**config.mk**
```make
export PLATFORM = sky130hd
export DESIGN_NAME = tapcal_dqs
export DESIGN_NICKNAME = d
export VERILOG_FILES = /design/src/rtl/tapcal_pkg.sv /design/src/rtl/tapcal_cmp_seq.sv /design/src/rtl/tapcal_search.sv /design/src/rtl/tapcal_centre.sv /design/src/rtl/tapcal_dqs.sv
export SDC_FILE = /design/constraint.sdc
export NUM_CORES = 1
export LEC_CHECK = 0
export ABC_CLOCK_PERIOD_IN_PS = 3050
export BUFFER_PORTS_ARGS = -buffer_cell sky130_fd_sc_hd__clkbuf_2
export CAP_MARGIN = 30
export CORE_MARGIN = 10
export CORE_UTILIZATION = 30
export DETAILED_ROUTE_END_ITERATION = 12
export MAX_ROUTING_LAYER = met4
export SYNTH_ARGS = -nofsm -noshare
export SYNTH_HDL_FRONTEND = slang
export SYNTH_HIERARCHICAL = 1
export SYNTH_SLANG_ARGS = --single-unit
```
**constraint.sdc**
```tcl
create_clock -name clk -period 3.05 [get_ports clk]
set_clock_uncertainty 0.2 [all_clocks]
set_input_delay 0.4575 -clock clk [delete_from_list [all_inputs] [get_ports clk]]
set_output_delay 0.4575 -clock clk [all_outputs]
set_load 0.005 [all_outputs]
```
**src/rtl/tapcal_pkg.sv**
```systemverilog
package tapcal_pkg;
  typedef enum logic [1:0] {
    SR_IDLE   = 2'd0,
    SR_ISSUE  = 2'd1,
    SR_WAIT   = 2'd2,
    SR_FINISH = 2'd3
  } srch_state_e;

  typedef enum logic {
    DIR_UP   = 1'b0,
    DIR_DOWN = 1'b1
  } sweep_dir_e;
endpackage

```
**src/rtl/tapcal_cmp_seq.sv**
```systemverilog
// Issues the compares of one trial and folds them into a single verdict.
module tapcal_cmp_seq #(
  parameter int PASSES = 2
) (
  input  logic clk,
  input  logic rst_n,
  input  logic go,
  input  logic cmp_ack,
  input  logic cmp_fail,
  output logic cmp_req,
  output logic res_vld,
  output logic res_fail
);
  localparam int CNT_W = (PASSES > 1) ? $clog2(PASSES) : 1;
  localparam logic [CNT_W-1:0] LAST = CNT_W'(PASSES - 1);

  logic [CNT_W-1:0] pass_idx;
  logic             rearm;

  always_ff @(posedge clk or negedge rst_n) begin
    if (!rst_n) begin
      cmp_req  <= 1'b0;
      rearm    <= 1'b0;
      pass_idx <= '0;
      res_vld  <= 1'b0;
      res_fail <= 1'b0;
    end else begin
      res_vld <= 1'b0;
      if (go) begin
        cmp_req  <= 1'b1;
        pass_idx <= '0;
      end else if (rearm) begin
        cmp_req <= 1'b1;
        rearm   <= 1'b0;
      end else if (cmp_req && cmp_ack) begin
        cmp_req <= 1'b0;
        if (cmp_fail || pass_idx == LAST) begin
          res_vld  <= 1'b1;
          res_fail <= cmp_fail;
        end else begin
          pass_idx <= pass_idx + CNT_W'(1);
          rearm    <= 1'b1;
        end
      end
    end
  end
endmodule

```
**src/rtl/tapcal_search.sv**
```systemverilog
// Bidirectional edge search: upward from the start tap, then downward.
module tapcal_search
  import tapcal_pkg::*;
#(
  parameter int TAP_W    = 6,
  parameter int TAP_CEIL = 32
) (
  input  logic             clk,
  input  logic             rst_n,
  input  logic             start,
  input  logic [TAP_W-1:0] init_tap,
  input  logic             res_vld,
  input  logic             res_fail,
  output logic             go,
  output logic             busy,
  output logic             finish,
  output logic [TAP_W-1:0] trial,
  output logic [TAP_W:0]   upper,
  output logic [TAP_W:0]   lower
);
  localparam int BND_W = TAP_W + 1;
  localparam logic [TAP_W-1:0] CEIL_V = TAP_W'(TAP_CEIL);

  srch_state_e      state;
  sweep_dir_e       dir;
  logic [TAP_W-1:0] init_q;

  assign go     = (state == SR_ISSUE);
  assign busy   = (state != SR_IDLE);
  assign finish = (state == SR_FINISH);

  always_ff @(posedge clk or negedge rst_n) begin
    if (!rst_n) begin
      state  <= SR_IDLE;
      dir    <= DIR_UP;
      trial  <= '0;
      init_q <= '0;
      upper  <= '0;
      lower  <= '0;
    end else begin
      case (state)
        SR_IDLE: begin
          if (start) begin
            trial  <= init_tap;
            init_q <= init_tap;
            dir    <= DIR_UP;
            upper  <= '0;
            lower  <= '0;
            state  <= SR_ISSUE;
          end
        end
        SR_ISSUE: state <= SR_WAIT;
        SR_WAIT: begin
          if (res_vld) begin
            if (dir == DIR_UP) begin
              if (res_fail) begin
                upper <= (trial == '0) ? '0 : ({1'b0, trial} - BND_W'(1));
                trial <= init_q;
                dir   <= DIR_DOWN;
                state <= SR_ISSUE;
              end else if (trial < CEIL_V) begin
                trial <= trial + TAP_W'(1);
                state <= SR_ISSUE;
              end else begin
                upper <= {1'b0, trial};
                trial <= init_q;
                dir   <= DIR_DOWN;
                state <= SR_ISSUE;
              end
            end else begin
              if (res_fail) begin
                lower <= {1'b0, trial} + BND_W'(1);
                state <= SR_FINISH;
              end else if (trial == '0) begin
                lower <= '0;
                state <= SR_FINISH;
              end else begin
                trial <= trial - TAP_W'(1);
                state <= SR_ISSUE;
              end
            end
          end
        end
        SR_FINISH: state <= SR_IDLE;
        default:   state <= SR_IDLE;
      endcase
    end
  end
endmodule

```
**src/rtl/tapcal_centre.sv**
```systemverilog
// Midpoint of the window and the tap output selection.
module tapcal_centre #(
  parameter int TAP_W = 6
) (
  input  logic             clk,
  input  logic             rst_n,
  input  logic             busy,
  input  logic             finish,
  input  logic [TAP_W-1:0] trial,
  input  logic [TAP_W:0]   upper,
  input  logic [TAP_W:0]   lower,
  input  logic [TAP_W-1:0] init_tap,
  output logic [TAP_W-1:0] tap0,
  output logic [TAP_W-1:0] tap1,
  output logic             done
);
  localparam int SUM_W = TAP_W + 2;

  logic [SUM_W-1:0] sum;
  logic [TAP_W-1:0] mid;
  logic [TAP_W-1:0] res0, res1;
  logic             have_res;

  assign sum = {1'b0, upper} + {1'b0, lower};
  assign mid = TAP_W'(sum >> 1);

  always_ff @(posedge clk or negedge rst_n) begin
    if (!rst_n) begin
      res0     <= '0;
      res1     <= '0;
      have_res <= 1'b0;
      done     <= 1'b0;
    end else begin
      done <= finish;
      if (finish) begin
        res0     <= mid;
        res1     <= mid + TAP_W'(1);
        have_res <= 1'b1;
      end
    end
  end

  always_comb begin
    if (busy) begin
      tap0 = trial;
      tap1 = trial;
    end else if (have_res) begin
      tap0 = res0;
      tap1 = res1;
    end else begin
      tap0 = init_tap;
      tap1 = init_tap;
    end
  end
endmodule

```
**src/rtl/tapcal_dqs.sv**
```systemverilog
module tapcal_dqs #(
  parameter int TAP_W    = 6,
  parameter int TAP_CEIL = 32,
  parameter int PASSES   = 2
) (
  input  logic             clk,
  input  logic             rst_n,
  input  logic             start,
  input  logic [TAP_W-1:0] init_tap,
  output logic             cmp_req,
  input  logic             cmp_ack,
  input  logic             cmp_fail,
  output logic [TAP_W-1:0] tap0,
  output logic [TAP_W-1:0] tap1,
  output logic             done
);
  logic             go, busy, finish, res_vld, res_fail;
  logic [TAP_W-1:0] trial;
  logic [TAP_W:0]   upper, lower;

  tapcal_search #(.TAP_W(TAP_W), .TAP_CEIL(TAP_CEIL)) u_search (
    .clk(clk), .rst_n(rst_n), .start(start), .init_tap(init_tap),
    .res_vld(res_vld), .res_fail(res_fail), .go(go), .busy(busy),
    .finish(finish), .trial(trial), .upper(upper), .lower(lower)
  );

  tapcal_cmp_seq #(.PASSES(PASSES)) u_seq (
    .clk(clk), .rst_n(rst_n), .go(go), .cmp_ack(cmp_ack),
    .cmp_fail(cmp_fail), .cmp_req(cmp_req), .res_vld(res_vld),
    .res_fail(res_fail)
  );

  tapcal_centre #(.TAP_W(TAP_W)) u_centre (
    .clk(clk), .rst_n(rst_n), .busy(busy), .finish(finish),
    .trial(trial), .upper(upper), .lower(lower), .init_tap(init_tap),
    .tap0(tap0), .tap1(tap1), .done(done)
  );
endmodule

```
==> results of run 1 <==
worst max-delay path, cell delays in order, from the launching register on:
cell      delay (ps)
dfrtp_1          510
or2_2            440
a21oi_1          290
a21oi_1          110
clkbuf_2         130
metal layers:
metal,vias to the layer above,track usage (%)
met3,2,2.06
met4,0,1.66
met1,1201,14.3
met2,48,17.0
met5,-,-
li1,1189,-
registers in the layout, summed over array words and instances, names as in the netlist:
register           cells
u_seq/res_fail         1
u_seq/res_vld          1
u_search/dir           1
u_search/lower         7
u_search/state         2
u_centre/have_res      1
u_search/trial         6
u_seq/rearm            1
u_search/upper         7
u_centre/done          1
u_centre/res1          6
u_seq/pass_idx         1
u_centre/res0          6
u_seq/cmp_req          1
u_search/init_q        6
per-stage QoR:
stage / utilization (%) / total power, mW
5_1_grt: 34.1 / 3.87
4_1_cts: 34.1 / 3.58
2_1_floorplan: - / 2.54
6_report: 34.1 / 3.57
3_3_place_gp: 32.9 / 3.03
3_5_place_dp: 32.9 / 3.07
cells in the mapped netlist, drive strengths merged, types with 3 or more instances:
master,count
buf,8
or3,3
o22ai,7
clkbuf,6
nor2b,8
a21oi,38
nor2,28
nand2,35
o21ai,13
o21a,4
nand3,4
nand2b,4
dfrtp,48
or2,4
o2111ai,3
mux2i,4
inv,18
ha,9
a21boi,3
xor2,3
a31oi,6
nor3,11
and2,4
mux2,20
xnor2,9
cell usage in the layout, fill, tap and decap left out, types with 2 or more instances in the layout:
cell,synthesis,routed
nor3_1,11,11
clkbuf_2,0,24
o21ai_1,2,2
clkbuf_8,0,6
xnor2_1,9,9
mux2i_1,4,4
ha_1,9,9
xor2_1,3,3
or3_1,3,3
a31oi_1,6,6
nand2b_1,4,4
inv_1,18,18
nor2_1,26,26
mux2_2,20,20
or2_2,4,4
nor2b_1,8,8
nor3b_1,2,2
o22ai_1,7,7
a21oi_1,38,38
nor2_2,2,2
and3_1,2,2
nand3_1,4,4
o211ai_1,2,2
buf_4,3,2
nand2_1,35,35
and2_1,3,3
nand3b_1,2,2
o21ai_0,10,10
o2111ai_1,3,3
o21a_1,4,4
dfrtp_1,48,48
how the worst min path moves through the flow:
stage	from	to	slack [ps]	cells past startpoint
global route	rst_n	u_centre/res1[5]	70	1
detailed placement	u_seq/rearm	u_seq/rearm	280	2
global placement	u_seq/rearm	u_seq/cmp_req	280	2
CTS	rst_n	u_centre/res0[0]	50	1
floorplan	rst_n	u_centre/done	-40	0
finish	rst_n	u_centre/res1[5]	10	1
layout make-up:
type	count	area [sq um]	share of cell area [%]
well taps	133	166	5.01
flip-flops and latches	48	1200	36.2
multi-input cells	246	1630	49.0
clock inverters	2	38.8	1.17
repair buffers	26	135	4.07
inverters	18	67.6	2.04
clock buffers	6	82.6	2.49
report_power, final:
part | internal (mW) | switching (mW) | total, mW
clock network | 0.268 | 0.226 | 0.495
registers | 0.884 | 0.330 | 1.21
logic | 0.828 | 1.03 | 1.86
total | 1.98 | 1.59 | 3.57
cells by family after synthesis:
group | after synthesis | synth area share (%)
muxes | 24 | 8.90
DFF | 48 | 40.3
AOI/OAI and AO/OA | 86 | 18.1
buffers and inverters | 32 | 5.04
xor gates and xnor gates | 12 | 3.53
and+or+nand+nor | 114 | 19.7
adders and majority gates | 10 | 4.45
==> results.toml, run 1 <==
[place]
place_area_sq_um = 3200
numPortBuffers = 24
pre_cts_ws_ps = 654
dp.cells = 471
gp_congestion = 0.822
hpwl_mm = 5.59

[cts]
clkSinkCount = 48
cts_inserted_buffers = 5
cts_hold_buf = 0
clockBufferDepth = 2
cts_htree_levels = 2
root_buffer = "clkbuf_8"
clkSlewWorstSetupHoldPaths_ps = 100
clk_latency_ps = 300
cts_setup_buffers = 0
tritoncts = "built"
cts-resized-gates = 0

[timing]
grt_setup_unrepaired = "false"
setup_viol = 0
hold_violations = 0
post-route-min-period_ps = 2440
relSlewSlack_pct = 49.0
setup_tns_ps = 0
finalCritPeriodShare_pct = 79.9
fin_ws_ps = 613
worst_pin_slew_ps = 764
drv_slew = 0
whs_ps = 14.8
timing.fmax_mhz = 410

[logic_synthesis]
synth_area_leaders = "dfrtp_1 40%, mux2_2 7.6%, a21oi_1 6.4%"
syn_area_sq_um = 2980
synth-seq-area-share_pct = 40.3
synth_top_area_share_pct = 40.3
synth-edff-count = 0
syn_nets = 347
synth_top_cell_by_area = "dfrtp_1"
syn_area_per_cell_sq_um = 9.14
synth_cell_type_count = 55
yosysWarnings = 6
syn_inst = 326
synth-seq-cells = 48
async_flop_share_pct = 100
synth-main-ff-cell = "dfrtp_1"

[critical_path]
r2r_end = "u_centre/res1[5]"
start_kind = "flop"
reg2reg_from = "u_search/upper[1]"
ff2ff_setup_slack_ps = 650
worstPathRequired_ps = 2390
cp-endpoint = "tap1[0]"
crit_arrival_ps = 1780
startpoint = "u_search/state[1]"
crit_type = "flop to output port"
worstRegToRegCells = 7
cp_max_fo = 12
worstSetupEndpointType = "output port"

[die]
die_area_sq_um = 14300
dieWidth_microns = 120
start_util_pct = 30.6
core_area_sq_um = 9730
io_pins = 25
die_h_microns = 120
rows = 36

[global_routing]
grt_pass1_vias = 2445
grtUsageTotal_pct = 10.8
antenna_found_initial = 0
grt_max_degree = 29
grt_first_pass_wirelength_mm = 12.5
grt_overflow = 0

[final_layout]
diodes = 0
area_growth_pct = 11.4
fin_nets = 366
postLayoutCellArea_sq_um = 3320
n_fill_cell = 1028
final-instance-count-excl-fill = 479
drive_gt1_share_pct = 19.7

[drt]
drt-total-wl_mm = 7.47
first_iter_violations = 223
num_vias = 2440
drc = 0
highest_layer = "met4"
via_per_inst = 5.09
wl_met2_mm = 3.57
drt.antenna.violating_nets = 0
wl_per_cell_microns = 15.6
met1_length_mm = 3.62
drt_pass1_iterations = 4
route.met3.wl_microns = 275

[hold_path]
hold_path.class = "input pin to async pin"

[pwr]
ir_drop_mv = 0.469
power_leakage_nw = 1.43
p_per_area_nw_per_um2 = 1080

[run]
maxCapViolCount = 0

[status]
status = "completed"
No activity file was read; power rests on OpenSTA's default activity.
==> run 2, diff against run 1 <==
- ABC_CLOCK_PERIOD_IN_PS: 3050 -> 2100
- clock period: 3.05 -> 2.1 ns (I/O delays scaled with it)
==> results.toml, run 2 (synthesis results as in run 1) <==
[status]
status = "finished, violations left"
violations = "setup timing"

[place]
gp_congestion = 0.893
hpwl_mm = 5.82
numPortBuffers = 24
place_area_sq_um = 3500

[cts]
tritoncts = "built"
clk_latency_ps = 320
cts_htree_levels = 2
clockBufferDepth = 2
root_buffer = "clkbuf_8"
clkSlewWorstSetupHoldPaths_ps = 90
clkSinkCount = 48
cts_inserted_buffers = 5

[timing]
hold_violations = 0
relSlewSlack_pct = 57.5
post-route-min-period_ps = 2150
worst_pin_slew_ps = 638
setup_viol = 1
grt_setup_unrepaired = "true"
fin_ws_ps = -45.7
timing.fmax_mhz = 466
drv_slew = 0
whs_ps = 49.7
finalCritPeriodShare_pct = 102

[drt]
drc = 0
via_per_inst = 4.91
first_iter_violations = 237
drt-total-wl_mm = 8.13
drt_pass1_iterations = 5
drt.antenna.violating_nets = 0
num_vias = 2616
wl_per_cell_microns = 15.2

[die]
dieWidth_microns = 120
die_h_microns = 120
rows = 36
start_util_pct = 30.6
io_pins = 25
die_area_sq_um = 14300
core_area_sq_um = 9730

[critical_path]
crit_arrival_ps = 2140
start_kind = "flop"
ff2ff_setup_slack_ps = -50
worstPathRequired_ps = 2090
crit_type = "flop to flop"
worstRegToRegCells = 7
cp_max_fo = 3
reg2reg_from = "u_search/upper[1]"
r2r_end = "u_centre/res1[5]"
worstSetupEndpointType = "flop"

[global_routing]
grtUsageTotal_pct = 11.3
grt_first_pass_wirelength_mm = 13.0
grt_max_degree = 49
grt_overflow = 0
antenna_found_initial = 0
grt_pass1_vias = 2651

[final_layout]
layout_commonest_cell = "buf_4"
diodes = 0
fin_nets = 420
reg_top3 = "u_search/lower (7), u_search/upper (7)"
postLayoutCellArea_sq_um = 3870
area_growth_pct = 30.0
layout_common_cells = "52 x buf_4, 46 x dfrtp_1, 34 x nand2_1, 32 x a21oi_1, 24 x nor2_1"
drive_gt1_share_pct = 38.0

[hold_path]
hold_path.class = "input pin to flop"
hold_path_depth = 2
worstHoldEndpoint = "u_seq/res_fail"
hp-start = "cmp_fail"

[run]
maxCapViolCount = 0

[pwr]
power_leakage_nw = 1.72
p_per_area_nw_per_um2 = 1550
ir_drop_mv = 0.581
-- run 2: cell count changes in the layout (fill, tap and decap cells not counted), sizes merged --
cell,previous run,this run
buf,2,55
bufinv,1,0
clkbuf,30,28
clkinv,1,0
clkinvlp,0,2
dlygate4sd3,0,2
or2,4,5
-- run 2: critical path, stage by stage, from the launching register on --
cell and delay [ps]:
dfrtp_1 370, inv_2 50, fa_2 400, nand2b_4 170
o2bb2ai_2 140, a2111o_1 400, o2111ai_2 170, o311ai_1 110
-- run 2: cell type report --
type                            count  area, sq um
Multi-Input combinational cell    247         1800
Clock inverter                      2         15.0
Sequential cell                    48         1200
Tap cell                          133          166
Fill cell                        1014         5860
Timing Repair Buffer               79          542
Inverter                           18         67.6
Clock buffer                        6         82.6
-- run 2: worst max-delay path by stage --
stage	startpoint	endpoint	slack [ps]	depth (start not counted)
floorplan	u_search/upper[1]	u_centre/res1[5]	5	7
global placement	u_search/upper[1]	u_centre/res1[5]	-20	7
detailed placement	u_search/upper[1]	u_centre/res1[5]	-80	7
CTS	u_search/upper[1]	u_centre/res1[5]	-30	7
global route	u_search/lower[0]	u_centre/res1[5]	-130	7
finish	u_search/upper[1]	u_centre/res1[5]	-50	7
-- run 2: power by group --
| group | total, mW | internal, mW | switching [mW] |
|---|---|---|---|
| Combinational | 3.81 | 1.86 | 1.95 |
| Sequential | 1.58 | 1.29 | 0.289 |
| Clock | 0.612 | 0.267 | 0.344 |
-- run 2: repair_timing --
| item | in CTS | in global routing |
|---|---|---|
| hold buffers | 2 | 0 |
| setup buffers | 3 | 9 |
| setup endpoints to repair | 14 | 20 |
| hold endpoints to repair | 49 | 0 |
| pin swaps | 3 | 7 |
| cloned | 0 | 1 |
| gates resized for setup | 13 | 25 |
-- run 2: layer usage --
metal | up-vias | track usage [%] | share of wire [%]
li1 | 1296 | - | -
met4 | 0 | 1.89 | 1.1
met3 | 9 | 2.53 | 3.4
met1 | 1273 | 14.1 | 46
met5 | - | - | 0
met2 | 38 | 18.4 | 50
-- run 2: metrics by stage --
stage	utilization [%]	worst slack (ps)	setup TNS, ps	power, mW	instances
3_3_place_gp	36.0	-23.2	-23.2	4.89	510
4_1_cts	38.0	-27.6	-29.8	5.70	523
6_report	39.8	-45.7	-45.7	6.00	533
2_1_floorplan	-	4.94	0	3.70	326
3_5_place_dp	36.0	-85.0	-88.8	4.94	510
5_1_grt	39.8	-131	-170	6.49	533
